[src/rtl/jr_pkg.sv]
package jr_pkg;
    localparam int REG_AW = 4;

    typedef enum logic [1:0] {
        ST_RUN   = 2'd0,
        ST_CLEAR = 2'd1,
        ST_HALT  = 2'd2
    } jr_state_e;

    localparam logic [REG_AW-1:0] A_IN_SIZE   = 4'd0;
    localparam logic [REG_AW-1:0] A_IN_ADD    = 4'd1;
    localparam logic [REG_AW-1:0] A_IN_ROOM   = 4'd2;
    localparam logic [REG_AW-1:0] A_IN_RDIDX  = 4'd3;
    localparam logic [REG_AW-1:0] A_OUT_SIZE  = 4'd4;
    localparam logic [REG_AW-1:0] A_OUT_RMV   = 4'd5;
    localparam logic [REG_AW-1:0] A_OUT_FULL  = 4'd6;
    localparam logic [REG_AW-1:0] A_OUT_WRIDX = 4'd7;
    localparam logic [REG_AW-1:0] A_STATUS    = 4'd8;
    localparam logic [REG_AW-1:0] A_CFG       = 4'd9;
    localparam logic [REG_AW-1:0] A_CMD       = 4'd10;

    localparam int ERR_TW = 4;
    localparam logic [ERR_TW-1:0] ERR_RESET   = 4'd7;
    localparam logic [ERR_TW-1:0] ERR_RMV_OVF = 4'd8;
    localparam logic [ERR_TW-1:0] ERR_ADD_OVF = 4'd9;

    localparam int CFG_W    = 3;
    localparam int CFG_MASK = 0;
    localparam int CFG_COAL = 1;
    localparam int CFG_SOE  = 2;
endpackage

[src/rtl/jr_ctrl_fsm.sv]
module jr_ctrl_fsm
    import jr_pkg::*;
(
    input  logic      clk,
    input  logic      rst_n,
    input  logic      cmd_reset,
    input  logic      err_raise,
    input  logic      soe,
    output jr_state_e state,
    output logic      eng_ready
);
    jr_state_e state_nxt;

    always_comb begin
        state_nxt = state;
        unique case (state)
            ST_RUN: begin
                if (cmd_reset)              state_nxt = ST_CLEAR;
                else if (err_raise && soe)  state_nxt = ST_HALT;
            end
            ST_CLEAR: begin
                if (cmd_reset)              state_nxt = ST_CLEAR;
                else if (err_raise && soe)  state_nxt = ST_HALT;
                else                        state_nxt = ST_RUN;
            end
            ST_HALT: begin
                if (cmd_reset)              state_nxt = ST_CLEAR;
            end
            default:                        state_nxt = ST_RUN;
        endcase
    end

    always_ff @(posedge clk or negedge rst_n) begin
        if (!rst_n) state <= ST_RUN;
        else        state <= state_nxt;
    end

    always_comb begin
        eng_ready = (state == ST_RUN);
    end
endmodule

[src/rtl/jr_occ_track.sv]
// Occupancy counter and head index for one ring. SW_FILLS selects the
// direction: software fills and the engine drains (input ring), or the
// engine fills and software drains (output ring).
module jr_occ_track #(
    parameter int SIZE_W   = 10,
    parameter bit SW_FILLS = 1'b1
) (
    input  logic              clk,
    input  logic              rst_n,
    input  logic              clr,
    input  logic [SIZE_W-1:0] size,
    input  logic              sw_wr,
    input  logic [SIZE_W-1:0] sw_n,
    input  logic              hw_stb,
    input  logic              hw_en,
    output logic [SIZE_W-1:0] cnt,
    output logic [SIZE_W-1:0] idx,
    output logic [SIZE_W-1:0] room,
    output logic              ovf,
    output logic              hw_acc
);
    localparam logic [SIZE_W-1:0] ONE = SIZE_W'(1);

    logic              sw_ok;
    logic              hw_ok;
    logic [SIZE_W-1:0] cnt_nxt;
    logic [SIZE_W:0]   idx_inc;
    logic [SIZE_W-1:0] idx_nxt;

    assign room = (size > cnt) ? (size - cnt) : '0;

    generate
        if (SW_FILLS) begin : g_sw_fills
            assign sw_ok = (sw_n <= room);
            assign hw_ok = (cnt != '0);
            always_comb begin
                cnt_nxt = cnt;
                if (sw_wr && sw_ok) cnt_nxt = cnt_nxt + sw_n;
                if (hw_acc)         cnt_nxt = cnt_nxt - ONE;
            end
        end else begin : g_hw_fills
            assign sw_ok = (sw_n <= cnt);
            assign hw_ok = (cnt < size);
            always_comb begin
                cnt_nxt = cnt;
                if (sw_wr && sw_ok) cnt_nxt = cnt_nxt - sw_n;
                if (hw_acc)         cnt_nxt = cnt_nxt + ONE;
            end
        end
    endgenerate

    assign ovf     = sw_wr && !sw_ok;
    assign hw_acc  = hw_stb && hw_en && hw_ok;
    assign idx_inc = {1'b0, idx} + {1'b0, ONE};
    assign idx_nxt = (idx_inc >= {1'b0, size}) ? '0 : idx_inc[SIZE_W-1:0];

    always_ff @(posedge clk or negedge rst_n) begin
        if (!rst_n) begin
            cnt <= '0;
            idx <= '0;
        end else if (clr) begin
            cnt <= '0;
            idx <= '0;
        end else begin
            cnt <= cnt_nxt;
            if (hw_acc) idx <= idx_nxt;
        end
    end
endmodule

[src/rtl/jr_ring_mgr.sv]
module jr_ring_mgr
    import jr_pkg::*;
#(
    parameter int DATA_W = 32,
    parameter int SIZE_W = 10
) (
    input  logic              clk,
    input  logic              rst_n,
    input  logic              reg_wr,
    input  logic [REG_AW-1:0] reg_addr,
    input  logic [DATA_W-1:0] reg_wdata,
    input  logic [REG_AW-1:0] reg_raddr,
    output logic [DATA_W-1:0] reg_rdata,
    input  logic              eng_take,
    input  logic              eng_done,
    output logic              eng_ready,
    output logic              in_avail,
    output logic              irq
);
    localparam int STAT_W = 8 + ERR_TW;

    logic [SIZE_W-1:0] in_size, out_size;
    logic [CFG_W-1:0]  cfg;
    logic              st_int, st_err;
    logic [ERR_TW-1:0] st_type;

    logic [SIZE_W-1:0] in_pend, in_rd_idx, in_room;
    logic [SIZE_W-1:0] out_full, out_wr_idx, out_room_unused;
    logic              add_ovf, rmv_ovf, take_acc, done_acc;
    jr_state_e         fsm_state;

    logic wr_in_size, wr_out_size, wr_add, wr_rmv, wr_stat, wr_cfg, cmd_reset;
    logic [STAT_W-1:0] stat_word;

    assign wr_in_size  = reg_wr && (reg_addr == A_IN_SIZE);
    assign wr_out_size = reg_wr && (reg_addr == A_OUT_SIZE);
    assign wr_add      = reg_wr && (reg_addr == A_IN_ADD);
    assign wr_rmv      = reg_wr && (reg_addr == A_OUT_RMV);
    assign wr_stat     = reg_wr && (reg_addr == A_STATUS);
    assign wr_cfg      = reg_wr && (reg_addr == A_CFG);
    assign cmd_reset   = reg_wr && (reg_addr == A_CMD) && reg_wdata[0];

    jr_ctrl_fsm u_fsm (
        .clk       (clk),
        .rst_n     (rst_n),
        .cmd_reset (cmd_reset),
        .err_raise (add_ovf || rmv_ovf),
        .soe       (cfg[CFG_SOE]),
        .state     (fsm_state),
        .eng_ready (eng_ready)
    );

    jr_occ_track #(.SIZE_W(SIZE_W), .SW_FILLS(1'b1)) u_in_trk (
        .clk    (clk),
        .rst_n  (rst_n),
        .clr    (cmd_reset),
        .size   (in_size),
        .sw_wr  (wr_add),
        .sw_n   (reg_wdata[SIZE_W-1:0]),
        .hw_stb (eng_take),
        .hw_en  (eng_ready),
        .cnt    (in_pend),
        .idx    (in_rd_idx),
        .room   (in_room),
        .ovf    (add_ovf),
        .hw_acc (take_acc)
    );

    jr_occ_track #(.SIZE_W(SIZE_W), .SW_FILLS(1'b0)) u_out_trk (
        .clk    (clk),
        .rst_n  (rst_n),
        .clr    (cmd_reset),
        .size   (out_size),
        .sw_wr  (wr_rmv),
        .sw_n   (reg_wdata[SIZE_W-1:0]),
        .hw_stb (eng_done),
        .hw_en  (eng_ready),
        .cnt    (out_full),
        .idx    (out_wr_idx),
        .room   (out_room_unused),
        .ovf    (rmv_ovf),
        .hw_acc (done_acc)
    );

    always_ff @(posedge clk or negedge rst_n) begin
        if (!rst_n) begin
            in_size  <= '0;
            out_size <= '0;
            cfg      <= '0;
        end else begin
            if (wr_in_size)  in_size  <= reg_wdata[SIZE_W-1:0];
            if (wr_out_size) out_size <= reg_wdata[SIZE_W-1:0];
            if (wr_cfg)      cfg      <= reg_wdata[CFG_W-1:0];
        end
    end

    // Status: reset command first, then write-1-to-clear, then new events.
    always_ff @(posedge clk or negedge rst_n) begin
        if (!rst_n) begin
            st_int  <= 1'b0;
            st_err  <= 1'b0;
            st_type <= '0;
        end else if (cmd_reset) begin
            st_int  <= 1'b0;
            st_err  <= 1'b0;
            st_type <= ERR_RESET;
        end else begin
            if (wr_stat && reg_wdata[0]) st_int <= 1'b0;
            if (wr_stat && reg_wdata[1]) begin
                st_err  <= 1'b0;
                st_type <= '0;
            end
            if (done_acc && !cfg[CFG_MASK]) st_int <= 1'b1;
            if (add_ovf) begin
                st_err  <= 1'b1;
                st_type <= ERR_ADD_OVF;
            end
            if (rmv_ovf) begin
                st_err  <= 1'b1;
                st_type <= ERR_RMV_OVF;
            end
        end
    end

    assign stat_word = {st_type, 6'b0, st_err, st_int};
    assign in_avail  = (in_pend != '0);
    assign irq       = (st_int || st_err) && !cfg[CFG_MASK];

    always_comb begin
        reg_rdata = '0;
        case (reg_raddr)
            A_IN_SIZE:   reg_rdata = DATA_W'(in_size);
            A_IN_ROOM:   reg_rdata = DATA_W'(in_room);
            A_IN_RDIDX:  reg_rdata = DATA_W'(in_rd_idx);
            A_OUT_SIZE:  reg_rdata = DATA_W'(out_size);
            A_OUT_FULL:  reg_rdata = DATA_W'(out_full);
            A_OUT_WRIDX: reg_rdata = DATA_W'(out_wr_idx);
            A_STATUS:    reg_rdata = DATA_W'(stat_word);
            A_CFG:       reg_rdata = DATA_W'(cfg);
            default:     reg_rdata = '0;
        endcase
    end
endmodule

[config.mk]
export PLATFORM = sky130hd
export DESIGN_NAME = jr_ring_mgr
export DESIGN_NICKNAME = d
export VERILOG_FILES = /design/src/rtl/jr_pkg.sv /design/src/rtl/jr_ctrl_fsm.sv /design/src/rtl/jr_occ_track.sv /design/src/rtl/jr_ring_mgr.sv
export SDC_FILE = /design/constraint.sdc
export NUM_CORES = 1
export LEC_CHECK = 0
export BUFFER_PORTS_ARGS = -buffer_cell sky130_fd_sc_hd__buf_2
export CORE_MARGIN = 8
export CORE_UTILIZATION = 40
export CTS_CLUSTER_SIZE = 20
export DETAILED_ROUTE_END_ITERATION = 10
export GPL_TIMING_DRIVEN = 0
export PLACE_DENSITY_LB_ADDON = 0.05
export REMOVE_ABC_BUFFERS = 1
export SKIP_CTS_REPAIR_TIMING = 1
export SLEW_MARGIN = 10
export SYNTH_ARGS = -nofsm -noshare
export SYNTH_HDL_FRONTEND = slang
export SYNTH_SLANG_ARGS = --single-unit
export TNS_END_PERCENT = 20
[constraint.sdc]
create_clock -name clk -period 5 [get_ports clk]
set_input_delay 1 -clock clk [delete_from_list [all_inputs] [get_ports clk]]
set_output_delay 1 -clock clk [all_outputs]
set_load 0.05 [all_outputs]
==> impl_metrics.csv <==
group,metric,value,unit
floorplanning,coreArea,16300,sq um
timing,clock_skew,0.00901,ns
detailed_routing,postRouteAntennaNets,0,
critical_path,end_kind,"flop",
detailed_routing,wl_per_cell,19.0,microns
critical_path,start_kind,"flop",
critical_path,crit_required,5.22,ns
finish,antennaDiodeCount,0,
critical_path,r2r_slack,0.15,ns
synthesis,syn-instance-count,796,
power,p_comb_share,55.9,%
floorplanning,ios,80,
synthesis,synth_area,6560,sq um
critical_path,r2r-start,"u_in_trk.cnt[0]$_DFF_PN0_",
grt,grt_max_degree,55,
timing,worst_pin_slew,0.933,ns
timing,max_freq,206,MHz
finish,layout.nets,950,
synthesis,yosysUniqueCellTypes,68,
run_status,outcome,"finished clean",
power,sw_frac_of_total,45.4,%
detailed_routing,viasPerCell,5.45,
placed_design,dpl-instance-area,6900,sq um
job,maxCapViolations,0,
critical_path,crit_path_max_fanout,6,
power,powerDensity,560,nW/um^2
power,seqPwrFrac,23.2,%
clocking,clock-sinks,69,
synthesis,synth_ff_type,"dfrtp_1",
finish,design_area,7470,sq um
synthesis,synth.avg_cell_area,8.25,sq um
detailed_routing,wirelength_met1,9.63,mm
finish,final_cell_mix,"nand2_1, ha_1, o21ai_0, dfrtp_1, nor2_1",
floorplanning,fp.dieArea,20800,sq um
timing,setup_viol,0,
grt,grt.overflow.total,0,
synthesis,synth_top_area_share,26.3,%
synthesis,synth.top_cells.by_area,"dfrtp_1, ha_1, nand2_1",
clocking,cts_buffers,9,
hold_path,holdPathEnd,"u_fsm.state[0]$_DFFE_PN0P_",
floorplanning,rows,47,
clocking,clock_latency,0.35,ns
power,irDropWorstVdd,264,uV
placed_design,io_buffers,37,
clocking,h-tree-depth,3,
hold_path,holdPathStages,1,
synthesis,synth_async_sr_flop_share,100,%
timing,relSlewSlack,37.8,%
finish,final_common_cell,"nand2_1",
floorplanning,start_util,40.3,%
critical_path,crit_arrival,5.07,ns
finish,drive_gt1_share,14.1,%
floorplanning,die_x,144,microns
detailed_routing,vias,5745,
grt,grt_first_pass_wirelength,31.4,mm
clocking,root_buffer,"clkbuf_16",
critical_path,crit_type,"flop to flop",
clocking,path_clk_slew,0.07,ns
synthesis,ys_ff_latch,69,
detailed_routing,drc,0,
synthesis,yosysSeqAreaShare,26.3,%
clocking,cts_buffer_depth,2,
grt,grt_pass1_vias,5714,
timing,hold_viol,0,
grt,grt_use_total,19.9,%
grt,antenna_found_initial,0,
detailed_routing,highest_layer,"met4",
detailed_routing,met3_wirelength,753,microns
synthesis,synth_top_area_cell,"dfrtp_1",
finish,area_growth,13.8,%
floorplanning,fp.dieH,144,microns
hold_path,min_path_type,"flop to flop",
critical_path,ff2ff_path_depth,22,
timing,slew_viol_final,0,
detailed_routing,finalWirelength,20.1,mm
hold_path,worstHoldStart,"u_fsm.state[0]$_DFFE_PN0P_",
power,internal_power,2.29,mW
synthesis,ys_warn_count,0,
detailed_routing,drtIter0Drc,420,
power,switchingPower,1.90,mW
power,p_clk_share,20.9,%
placed_design,place_hpwl,15.8,mm
detailed_routing,route.met2.wl,9.16,mm
timing,period_minus_slack,4.85,ns
clocking,cts_tree,"yes",
timing,rsz0062_at_grt,"yes",
power,p_leak,3.61,nW
finish,finalCoreUtilization,45.9,%
detailed_routing,drt_pass1_iterations,5,
synthesis,synth_edf_count,0,
timing,finalCritPeriodShare,97.0,%
critical_path,reg2reg_to,"u_in_trk.cnt[4]$_DFF_PN0_",
placed_design,gp_congestion,0.942,
==> metrics by stage <==
step / std cells / setup slack (ns) / hold slack (ns) / power (mW) / setup TNS, ns
after floorplan: 770 / 0.370 / 0.447 / 2.56 / 0
after global placement: 1027 / -1.24 / 0.460 / 3.08 / -22.60
after detailed placement: 1030 / -0.372 / 0.465 / 3.14 / -1.55
after CTS: 1046 / -0.382 / 0.474 / 4.04 / -1.65
after global routing: 1055 / -0.108 / 0.500 / 4.53 / -0.208
final: 1055 / 0.149 / 0.468 / 4.19 / 0
==> kinds of logic after synthesis <==
group / synth area share, %
and+or+nand+nor: 20.8
muxes: 4.37
xor gates and xnor gates: 6.75
buffers and inverters: 6.90
AOI/OAI and AO/OA: 20.2
other: 0.0571
DFF: 26.3
adders and majority gates: 14.6
==> final cells by class <==
class | count | area, sq um
clock inverter | 7 | 168
multi-input combinational | 648 | 4570
tap | 220 | 275
sequential | 69 | 1730
fill | 1601 | 8820
clock buffer | 9 | 225
timing repair buffer | 49 | 302
inverter | 53 | 199
==> worst max-delay path, cell delays in order, from the launching register on <==
cell and delay, ns:
dfrtp_2 0.45, ha_1 0.22, fa_1 0.41, nor2b_1 0.13, o21ai_0 0.09, nand2b_1 0.11, a21o_1 0.12, a21o_1 0.15
a31oi_2 0.14, o21ai_2 0.23, buf_4 0.18, nand2_1 0.09, ha_1 0.30, a21oi_1 0.12, o21ai_0 0.10, a2111o_1 0.49
a21oi_4 0.25, mux2i_2 0.28, ha_2 0.26, nand3_4 0.14, o21a_1 0.23, nor3_2 0.15, a211oi_1 0.07
==> registers in the layout, summed over array words and instances, names as in the netlist <==
name / cells
st_int: 1
cfg: 3
in_size: 10
st_type: 2
u_in_trk.idx: 10
u_out_trk.idx: 10
u_out_trk.cnt: 10
u_fsm.state: 2
u_in_trk.cnt: 10
st_err: 1
out_size: 10
==> cell usage after synthesis (7+ instances only) <==
| cell type | instances |
|---|---|
| clkbuf_1 | 21 |
| xor2_1 | 21 |
| nand4_1 | 9 |
| a211oi_1 | 7 |
| mux2_2 | 13 |
| o21ai_0 | 65 |
| or2_2 | 11 |
| ha_1 | 72 |
| a21o_1 | 25 |
| nand3_1 | 27 |
| nor2_1 | 56 |
| inv_1 | 53 |
| dfrtp_1 | 69 |
| nand2_1 | 94 |
| and2_1 | 7 |
| mux2i_1 | 14 |
| nor2b_1 | 11 |
| and3_1 | 12 |
| xnor2_1 | 27 |
| a21oi_1 | 31 |
| buf_4 | 20 |
| nand2b_1 | 12 |
| nand3b_1 | 7 |
| nor3_1 | 17 |
==> worst max-delay path by stage <==
stage / start / endpoint / depth (start not counted)
detailed placement: u_in_trk.cnt[1]$_DFF_PN0_ / u_in_trk.cnt[4]$_DFF_PN0_ / 22
floorplan: in_size[0]$_DFFE_PN0P_ / u_in_trk.cnt[4]$_DFF_PN0_ / 22
global placement: reg_wr / u_out_trk.idx[2]$_DFFE_PN0P_ / 7
global route: u_in_trk.cnt[1]$_DFF_PN0_ / u_in_trk.cnt[6]$_DFF_PN0_ / 22
finish: u_in_trk.cnt[0]$_DFF_PN0_ / u_in_trk.cnt[4]$_DFF_PN0_ / 22
CTS: u_in_trk.cnt[1]$_DFF_PN0_ / u_in_trk.cnt[6]$_DFF_PN0_ / 22
==> power groups by stage <==
stage	sequential (mW)	combinational, mW	clock [mW]
after floorplan	0.863	1.70	0
after global placement	0.967	2.11	0
after detailed placement	0.969	2.17	0
after CTS	0.959	2.19	0.896
after global routing	0.995	2.62	0.916
final	0.970	2.34	0.876
==> metal layers <==
metal,up-vias,global-route usage [%]
met1,2716,26.8
met3,29,3.04
met4,0,8.14
met2,131,31.1
li1,2869,-
met5,-,0
Power figures use the tool's default switching activity.
